<file path="src/rtl/mbox_pkg.sv">
package mbox_pkg;
    localparam int unsigned DATA_W = 32;
    localparam int unsigned PTR_W  = 8;

    typedef enum logic [1:0] {
        WIN_TX   = 2'd0,
        CSR_HOST = 2'd1,
        WIN_RX   = 2'd2,
        CSR_COP  = 2'd3
    } word_e;

    localparam int unsigned B_IE  = 0;
    localparam int unsigned B_IS  = 1;
    localparam int unsigned B_IG  = 2;
    localparam int unsigned B_RDY = 3;
    localparam int unsigned B_RST = 4;
    localparam int unsigned B_OVF = 5;
    localparam int unsigned RP_LSB  = 8;
    localparam int unsigned WP_LSB  = 16;
    localparam int unsigned DEP_LSB = 24;

    typedef struct packed {
        logic ie;
        logic is;
        logic rdy;
        logic rst;
        logic bell;
    } ctl_t;
endpackage

</file>
<file path="src/rtl/mbox_fifo.sv">
module mbox_fifo #(
    parameter int unsigned DEPTH = 8,
    parameter int unsigned W     = 32
) (
    input  logic         clk,
    input  logic         rst_n,
    input  logic         clr,
    input  logic         en,
    input  logic         push,
    input  logic [W-1:0] push_data,
    input  logic         pop,
    output logic [W-1:0] head,
    output logic [7:0]   rp,
    output logic [7:0]   wp,
    output logic         ovf
);
    localparam int unsigned IDX_W = (DEPTH > 1) ? $clog2(DEPTH) : 1;
    localparam logic [IDX_W-1:0] LAST = IDX_W'(DEPTH - 1);

    typedef struct packed {
        logic [DEPTH-1:0][W-1:0] mem;
        logic [IDX_W-1:0]        ridx;
        logic [IDX_W-1:0]        widx;
        logic [7:0]              rp;
        logic [7:0]              wp;
        logic                    ovf;
    } st_t;

    st_t s_q, s_d;
    logic [7:0] filled;
    logic       full, empty;

    assign filled = s_q.wp - s_q.rp;
    assign full   = (filled == 8'(DEPTH));
    assign empty  = (filled == 8'd0);

    always_comb begin
        s_d = s_q;
        if (clr) begin
            s_d.ridx = '0;
            s_d.widx = '0;
            s_d.rp   = '0;
            s_d.wp   = '0;
            s_d.ovf  = 1'b0;
        end else if (en) begin
            if (push) begin
                if (full) begin
                    s_d.ovf = 1'b1;
                end else begin
                    s_d.mem[s_q.widx] = push_data;
                    s_d.widx = (s_q.widx == LAST) ? '0 : s_q.widx + 1'b1;
                    s_d.wp   = s_q.wp + 8'd1;
                end
            end
            if (pop && !empty) begin
                s_d.ridx = (s_q.ridx == LAST) ? '0 : s_q.ridx + 1'b1;
                s_d.rp   = s_q.rp + 8'd1;
            end
        end
    end

    always_ff @(posedge clk or negedge rst_n) begin
        if (!rst_n) s_q <= '0;
        else        s_q <= s_d;
    end

    assign head = (empty || !en) ? '0 : s_q.mem[s_q.ridx];
    assign rp   = s_q.rp;
    assign wp   = s_q.wp;
    assign ovf  = s_q.ovf;
endmodule

</file>
<file path="src/rtl/mbox_ctl.sv">
module mbox_ctl
    import mbox_pkg::*;
(
    input  logic       clk,
    input  logic       rst_n,
    input  logic       csr_wr,
    input  logic [4:0] wbits,
    input  logic       cp_ig,
    output ctl_t       ctl,
    output logic       clr
);
    ctl_t c_q, c_d;

    always_comb begin
        c_d      = c_q;
        c_d.bell = 1'b0;
        if (csr_wr) begin
            c_d.ie   = wbits[B_IE];
            c_d.rdy  = wbits[B_RDY];
            c_d.rst  = wbits[B_RST];
            c_d.bell = wbits[B_IG];
            if (wbits[B_IS]) c_d.is = 1'b0;
        end
        if (cp_ig) c_d.is = 1'b1;
    end

    always_ff @(posedge clk or negedge rst_n) begin
        if (!rst_n) c_q <= '0;
        else        c_q <= c_d;
    end

    assign ctl = c_q;
    assign clr = csr_wr && wbits[B_RST] && wbits[B_IG];
endmodule

</file>
<file path="src/rtl/mbox_regblock.sv">
module mbox_regblock
    import mbox_pkg::*;
#(
    parameter int unsigned DEPTH = 8
) (
    input  logic        clk,
    input  logic        rst_n,
    input  logic        reg_en,
    input  logic        reg_we,
    input  logic [1:0]  reg_addr,
    input  logic [31:0] reg_wdata,
    output logic [31:0] reg_rdata,
    output logic        irq,
    input  logic        cp_pop,
    output logic [31:0] cp_rdata,
    input  logic        cp_push,
    input  logic [31:0] cp_wdata,
    input  logic        cp_ig,
    input  logic        cp_ready,
    output logic        cp_doorbell,
    output logic        cp_host_ready
);
    localparam int unsigned NDIR = 2;
    localparam logic [7:0]  DEP8 = 8'(DEPTH);

    word_e sel;
    logic  wr_tx, wr_csr, rd_rx;
    ctl_t  ctl;
    logic  clr;

    logic              f_push [NDIR];
    logic [DATA_W-1:0] f_data [NDIR];
    logic              f_pop  [NDIR];
    logic [DATA_W-1:0] f_head [NDIR];
    logic [7:0]        f_rp   [NDIR];
    logic [7:0]        f_wp   [NDIR];
    logic              f_ovf  [NDIR];

    logic [7:0] tx_rp, tx_wp, rx_rp, rx_wp;
    logic       tx_ovf, rx_ovf, is_bit, rst_bit;

    assign sel    = word_e'(reg_addr);
    assign wr_tx  = reg_en &&  reg_we && (sel == WIN_TX);
    assign wr_csr = reg_en &&  reg_we && (sel == CSR_HOST);
    assign rd_rx  = reg_en && !reg_we && (sel == WIN_RX);

    mbox_ctl u_ctl (
        .clk    (clk),
        .rst_n  (rst_n),
        .csr_wr (wr_csr),
        .wbits  (reg_wdata[4:0]),
        .cp_ig  (cp_ig),
        .ctl    (ctl),
        .clr    (clr)
    );

    assign f_push[0] = wr_tx;
    assign f_data[0] = reg_wdata;
    assign f_pop[0]  = cp_pop;
    assign f_push[1] = cp_push;
    assign f_data[1] = cp_wdata;
    assign f_pop[1]  = rd_rx;

    for (genvar d = 0; d < NDIR; d++) begin : g_dir
        mbox_fifo #(.DEPTH(DEPTH), .W(DATA_W)) u_fifo (
            .clk       (clk),
            .rst_n     (rst_n),
            .clr       (clr),
            .en        (!ctl.rst),
            .push      (f_push[d]),
            .push_data (f_data[d]),
            .pop       (f_pop[d]),
            .head      (f_head[d]),
            .rp        (f_rp[d]),
            .wp        (f_wp[d]),
            .ovf       (f_ovf[d])
        );
    end

    assign tx_rp   = f_rp[0];
    assign tx_wp   = f_wp[0];
    assign rx_rp   = f_rp[1];
    assign rx_wp   = f_wp[1];
    assign tx_ovf  = f_ovf[0];
    assign rx_ovf  = f_ovf[1];
    assign is_bit  = ctl.is;
    assign rst_bit = ctl.rst;

    always_comb begin
        reg_rdata = '0;
        unique case (sel)
            WIN_TX:   reg_rdata = '0;
            CSR_HOST: begin
                reg_rdata[DEP_LSB +: 8] = DEP8;
                reg_rdata[WP_LSB  +: 8] = tx_wp;
                reg_rdata[RP_LSB  +: 8] = tx_rp;
                reg_rdata[B_OVF]        = tx_ovf;
                reg_rdata[B_RST]        = ctl.rst;
                reg_rdata[B_RDY]        = ctl.rdy;
                reg_rdata[B_IS]         = ctl.is;
                reg_rdata[B_IE]         = ctl.ie;
            end
            WIN_RX:   reg_rdata = f_head[1];
            CSR_COP:  begin
                reg_rdata[DEP_LSB +: 8] = DEP8;
                reg_rdata[WP_LSB  +: 8] = rx_wp;
                reg_rdata[RP_LSB  +: 8] = rx_rp;
                reg_rdata[B_OVF]        = rx_ovf;
                reg_rdata[B_RDY]        = cp_ready;
            end
            default:  reg_rdata = '0;
        endcase
    end

    assign cp_rdata      = f_head[0];
    assign irq           = ctl.ie && ctl.is;
    assign cp_doorbell   = ctl.bell;
    assign cp_host_ready = ctl.rdy;
endmodule

</file>
<file path="config.mk">
export PLATFORM = sky130hd
export DESIGN_NAME = mbox_regblock
export DESIGN_NICKNAME = d
export VERILOG_FILES = /design/src/rtl/mbox_pkg.sv /design/src/rtl/mbox_fifo.sv /design/src/rtl/mbox_ctl.sv /design/src/rtl/mbox_regblock.sv
export SDC_FILE = /design/constraint.sdc
export NUM_CORES = 1
export LEC_CHECK = 0
export ABC_CLOCK_PERIOD_IN_PS = 4200
export BUFFER_PORTS_ARGS = -buffer_cell sky130_fd_sc_hd__buf_2
export CAP_MARGIN = 0
export CORE_ASPECT_RATIO = 1.2
export CORE_MARGIN = 4
export CORE_UTILIZATION = 25
export CTS_CLUSTER_SIZE = 10
export DETAILED_ROUTE_END_ITERATION = 8
export HOLD_SLACK_MARGIN = 0.03
export PLACE_DENSITY_LB_ADDON = 0.3
export SLEW_MARGIN = 15
export SYNTH_ARGS = -nofsm -noshare
export SYNTH_HDL_FRONTEND = slang
export SYNTH_SLANG_ARGS = --single-unit
</file>
<file path="constraint.sdc">
create_clock -name clk -period 4.2 [get_ports clk]
set_input_delay 0.84 -clock clk [delete_from_list [all_inputs] [get_ports clk]]
set_output_delay 0.84 -clock clk [all_outputs]
set_load 0.02 [all_outputs]
</file>
==> flow_summary.html <==
<table>
<tr><th>Metric</th><th>Value</th></tr>
<tr><th colspan="2">Outcome</th></tr>
<tr><td>Outcome</td><td>finished clean</td></tr>
<tr><th colspan="2">Synthesis</th></tr>
<tr><td>Unique cell type count in the Yosys netlist</td><td>between 60 and 70</td></tr>
<tr><td>Cells after synthesis</td><td>roughly 1800</td></tr>
<tr><td>Number of warning messages in the yosys log</td><td>0</td></tr>
<tr><td>Flops &amp; latches, synth</td><td>around 560</td></tr>
<tr><td>Net count after synthesis</td><td>1934</td></tr>
<tr><td>Average size of a mapped cell</td><td>~15 µm²</td></tr>
<tr><td>Top flip-flop cell by instance count after synthesis</td><td>sky130_fd_sc_hd__dfrtp_1</td></tr>
<tr><td>Sequential area share after synthesis</td><td>0.5210</td></tr>
<tr><td>Asr flop ratio synth</td><td>1.000</td></tr>
<tr><td>Netlist area before placement</td><td>~27000 µm²</td></tr>
<tr><td>Post-synth EDFFs</td><td>0</td></tr>
<tr><th colspan="2">Setup path</th></tr>
<tr><td>Largest delay share family, worst path</td><td>buffers and inverters</td></tr>
<tr><td>CP max-delay cell</td><td>sky130_fd_sc_hd__dfrtp_1</td></tr>
<tr><td>Req. time, crit path</td><td>roughly 3.4 ns</td></tr>
<tr><td>Crit end category</td><td>output port</td></tr>
<tr><td>Critical path startpoint category</td><td>flip-flop</td></tr>
<tr><td>Number of cells on the critical path</td><td>14</td></tr>
<tr><td>Count of buffering cells on the critical path with inverters included</td><td>6</td></tr>
<tr><td>Most numerous cell on the critical path</td><td>sky130_fd_sc_hd__buf_4</td></tr>
<tr><td>Number of cells traversed by the worst register-to-register path</td><td>10</td></tr>
<tr><td>Peak per-stage delay on the critical path</td><td>roughly 0.40 ns</td></tr>
<tr><td>Largest fanout on the critical path</td><td>9</td></tr>
<tr><td>Worst EP arrival</td><td>roughly 3.4 ns</td></tr>
<tr><td>Crit-path cells</td><td>inv_2 -&gt; ha_4 -&gt; nor2b_4 -&gt; o31a_1 -&gt; buf_4 -&gt; a41oi_4 -&gt; buf_4 -&gt; xor2_2 -&gt; nand4_1 -&gt; buf_4 -&gt; buf_4 -&gt; nand3_1 -&gt; a21oi_1 -&gt; buf_4</td></tr>
<tr><td>Critical path start-end classification</td><td>flip-flop to output port</td></tr>
<tr><th colspan="2">STA</th></tr>
<tr><td>RSZ-0062 raised after global routing</td><td>true</td></tr>
<tr><td>Final worst clock skew</td><td>roughly 0.025 ns</td></tr>
<tr><td>Finish-stage setup viols</td><td>0</td></tr>
<tr><td>Relative max-transition margin</td><td>0.2538</td></tr>
<tr><td>Final slew viol count</td><td>0</td></tr>
<tr><td>Number of hold violations in the final report</td><td>0</td></tr>
<tr><td>Minimum clock period after layout</td><td>~4.2 ns</td></tr>
<tr><td>Setup Total Neg Slack</td><td>0 ns</td></tr>
<tr><td>Final worst path period share</td><td>0.9982</td></tr>
<tr><td>Least setup slack across all paths after layout</td><td>~0.0077 ns</td></tr>
<tr><td>Transition time at the pin with the least slew margin</td><td>approximately 1.1 ns</td></tr>
<tr><td>Fmax</td><td>around 240 MHz</td></tr>
<tr><th colspan="2">Place</th></tr>
<tr><td>Detailed-placement wirelength estimate</td><td>approximately 47000 µm</td></tr>
<tr><td>Final Wtd Congestion</td><td>between 0.8 and 0.9</td></tr>
<tr><td>Count of buffers inserted at the top-level ports</td><td>140</td></tr>
<tr><td>Inst Count DP</td><td>roughly 3300</td></tr>
<tr><td>Pre-CTS setup slack</td><td>0.3047 ns</td></tr>
<tr><th colspan="2">CTS</th></tr>
<tr><td>Clock-pin transition on the worst setup and hold timing paths</td><td>roughly 0.05 ns</td></tr>
<tr><td>TritonCTS clock tree</td><td>yes</td></tr>
<tr><td>Root buffer selected by CTS</td><td>sky130_fd_sc_hd__clkbuf_16</td></tr>
<tr><td>H-tree depth</td><td>3</td></tr>
<tr><td>Post-CTS Hold Buffers</td><td>0</td></tr>
<tr><td>Clock latency at the later pin of the worst-skew pair</td><td>roughly 0.63 ns</td></tr>
<tr><td>Clock Path Buffers</td><td>3</td></tr>
<tr><td>Number of clock sinks</td><td>~560</td></tr>
<tr><td>Number of buffers added by the clock tree synthesis step</td><td>slightly above 70</td></tr>
<tr><th colspan="2">Floorplan</th></tr>
<tr><td>Die outline width</td><td>308.2 µm</td></tr>
<tr><td>Chip height</td><td>368.3 µm</td></tr>
<tr><td>Initial core utilization</td><td>0.2530</td></tr>
<tr><td>Core area</td><td>106900 µm²</td></tr>
<tr><td>Overall die area</td><td>113500 µm²</td></tr>
<tr><td>Rows</td><td>131</td></tr>
<tr><td>I/O pin total</td><td>141</td></tr>
<tr><th colspan="2">Power and ir drop</th></tr>
<tr><td>Combinational cell fraction of total power</td><td>0.346</td></tr>
<tr><td>Switching power as a share of total power</td><td>0.3220</td></tr>
<tr><td>Relative contribution of sequential cells to total power</td><td>0.392</td></tr>
<tr><td>Clk network pwr share</td><td>0.262</td></tr>
<tr><td>Power density over the cells</td><td>664.8 nW/µm²</td></tr>
<tr><td>Internal power</td><td>between 0.01 and 0.015 W</td></tr>
<tr><td>VDD IR max</td><td>373.2 µV</td></tr>
<tr><td>Static Leakage</td><td>approximately 14 nW</td></tr>
<tr><td>Switch Pwr</td><td>0.006973 W</td></tr>
<tr><th colspan="2">Routing</th></tr>
<tr><td>Number of nets with antenna violations after routing</td><td>0</td></tr>
<tr><td>DR DRC count</td><td>0</td></tr>
<tr><td>Number of iterations in the first detailed-routing pass</td><td>4</td></tr>
<tr><td>Iteration-0 DRC Markers</td><td>1115</td></tr>
<tr><td>Drt wl/cell</td><td>roughly 22 µm</td></tr>
<tr><td>DR vias/cell</td><td>around 4.8</td></tr>
<tr><td>Routed wire length</td><td>roughly 75000 µm</td></tr>
<tr><td>Number of vias after detailed routing</td><td>between 15000 and 20000</td></tr>
<tr><th colspan="2">GRT</th></tr>
<tr><td>Total grt overflow</td><td>0</td></tr>
<tr><td>Number of global-route vias before repair</td><td>about 18000</td></tr>
<tr><td>Global-route wire length before repair</td><td>around 110000 µm</td></tr>
<tr><td>GRT Overall Usage</td><td>0.1304</td></tr>
<tr><td>Antenna violations before repair</td><td>19</td></tr>
<tr><td>Maximum number of pins on one net before global-route repair</td><td>111</td></tr>
<tr><th colspan="2">Layout</th></tr>
<tr><td>Share of final-layout standard cells stronger than drive strength 1</td><td>0.5285</td></tr>
<tr><td>Area added between synthesis and finish</td><td>20.46%</td></tr>
<tr><td>End-of-flow core utilization</td><td>0.3048</td></tr>
<tr><td>Most used cells in the layout excluding fill and tap cells</td><td>sky130_fd_sc_hd__dfrtp_1 (551), sky130_fd_sc_hd__mux2_2 (472), sky130_fd_sc_hd__mux4_2 (128)</td></tr>
<tr><td>Most common cell after layout, fill and taps aside</td><td>sky130_fd_sc_hd__dfrtp_1</td></tr>
<tr><td>Non-filler cells, final</td><td>3455</td></tr>
<tr><td>Count of nets after finishing</td><td>2120</td></tr>
<tr><th colspan="2">Job</th></tr>
<tr><td>Number of max-cap violations</td><td>0</td></tr>
<tr><th colspan="2">Worst hold path</th></tr>
<tr><td>Path class of the lowest-slack min-delay path</td><td>input port to async pin</td></tr>
</table>
-- power groups by stage --
stage	clock network [W]	registers [W]	logic [W]
after floorplan	0	0.00774	0.00550
after global placement	0	0.00846	0.00683
after detailed placement	0	0.00861	0.00697
after CTS	0.00588	0.00852	0.00725
after global routing	0.00609	0.00873	0.00807
final	0.00567	0.00849	0.00749
-- metrics by stage --
stage / hold slack, ns / instance area [µm²] / power [W]
5_1_grt: 0.2220 / 32570 / 0.02289
2_1_floorplan: 0.4533 / 27040 / 0.01324
6_report: 0.2048 / 32570 / 0.02166
4_1_cts: 0.2014 / 32150 / 0.02165
3_3_place_gp: 0.4629 / 29660 / 0.01528
3_5_place_dp: 0.4837 / 29660 / 0.01558
-- kinds of logic (layout without fill, tap and decap cells) --
family / after synthesis / in the layout / synth area share
muxes: 712 / 712 / 0.3558
DFF: 563 / 563 / 0.5210
and+or+nand+nor: 228 / 228 / 0.04664
AOI/OAI and AO/OA: 146 / 146 / 0.03554
buffers and inverters: 144 / 369 / 0.02485
adders and majority gates: 30 / 30 / 0.01388
xor gates and xnor gates: 7 / 7 / 0.002267
other: 0 / 4 / 0
-- per-layer routing --
| metal | wire, µm | track usage | up-vias | part of all wire |
|---|---|---|---|---|
| met5 | 115 | 0 | - | 0.0015 |
| met4 | 1838 | 0.03877 | 16 | 0.025 |
| met1 | 32800 | 0.1688 | 8767 | 0.44 |
| met3 | 4254 | 0.03342 | 133 | 0.057 |
| met2 | 35610 | 0.2150 | 381 | 0.48 |
| li1 | - | - | 7227 | - |
-- path summary, 6_finish.rpt --
path / start / end / slack (ns)
max: g_dir[1].u_fifo.rp[1] / reg_rdata[12] / 0.008
max reg2reg: g_dir[1].u_fifo.rp[1] / g_dir[1].u_fifo.s_q[184] / 0.58
max in group asynchronous: rst_n / g_dir[0].u_fifo.s_q[48] / 2.88
min in group clk: cp_ig / u_ctl.ctl[3] / 0.48
min reg2reg: g_dir[1].u_fifo.s_q[93] / g_dir[1].u_fifo.s_q[93] / 0.49
min: rst_n / g_dir[0].u_fifo.s_q[191] / 0.20
-- cell usage after synthesis (3+ instances only) --
master                      number  area share
sky130_fd_sc_hd__o31ai_1         7      0.0019
sky130_fd_sc_hd__and2_1          4     0.00093
sky130_fd_sc_hd__nand2_1        41      0.0057
sky130_fd_sc_hd__nor3_1         10      0.0019
sky130_fd_sc_hd__a2111oi_0       3     0.00097
sky130_fd_sc_hd__nand4b_1        5      0.0016
sky130_fd_sc_hd__mux2_2        472        0.20
sky130_fd_sc_hd__mux2i_1        50       0.019
sky130_fd_sc_hd__buf_4           9      0.0025
sky130_fd_sc_hd__ha_1           30       0.014
sky130_fd_sc_hd__or3_1          17      0.0039
sky130_fd_sc_hd__xnor2_1         5      0.0016
sky130_fd_sc_hd__a21oi_1        56       0.010
sky130_fd_sc_hd__or4_1          10      0.0028
sky130_fd_sc_hd__mux4_2        128        0.11
sky130_fd_sc_hd__or2_2           7      0.0016
sky130_fd_sc_hd__o31a_1          3     0.00097
sky130_fd_sc_hd__inv_1          20      0.0028
sky130_fd_sc_hd__o21a_1          5      0.0014
sky130_fd_sc_hd__clkbuf_1       50      0.0069
sky130_fd_sc_hd__nand3_1        30      0.0056
sky130_fd_sc_hd__dfrtp_1       563        0.52
sky130_fd_sc_hd__mux2_4         60       0.033
sky130_fd_sc_hd__nor2b_1        12      0.0028
sky130_fd_sc_hd__buf_6           6      0.0025
sky130_fd_sc_hd__o211ai_1        4      0.0011
sky130_fd_sc_hd__a22oi_1        18      0.0050
sky130_fd_sc_hd__nand4_1        16      0.0037
sky130_fd_sc_hd__buf_2          40      0.0074
sky130_fd_sc_hd__o21ai_0        25      0.0046
sky130_fd_sc_hd__nor2_1         51      0.0071
sky130_fd_sc_hd__and3_1          6      0.0014
sky130_fd_sc_hd__buf_1          17      0.0024
-- layout make-up --
| class | instances | area [µm²] |
|---|---|---|
| clock buffers | 102 | 2034 |
| fillers | 10590 | 74300 |
| multi-input cells | 1123 | 12740 |
| repair buffers | 237 | 1748 |
| well taps | 1396 | 1747 |
| inverters | 20 | 75.07 |
| diodes | 4 | 10.01 |
| clock inverters | 10 | 113.9 |
| flip-flops and latches | 563 | 14110 |
-- flip-flops by register name (all words and copies together), names as in the netlist --
signal	flops
g_dir.u_fifo.rp	16
u_ctl.ctl	5
g_dir.u_fifo.s_q	524
g_dir.u_fifo.ovf	2
g_dir.u_fifo.wp	16
-- timing repair --
item | in CTS | in global routing
setup buffers | 11 | 12
pin swaps | 8 | 13
gates resized for setup | 52 | 84
endpoints found under the setup margin | 63 | 62
hold endpoints to repair | 0 | 0
cloned | 2 | 1
Power figures use the tool's default switching activity.
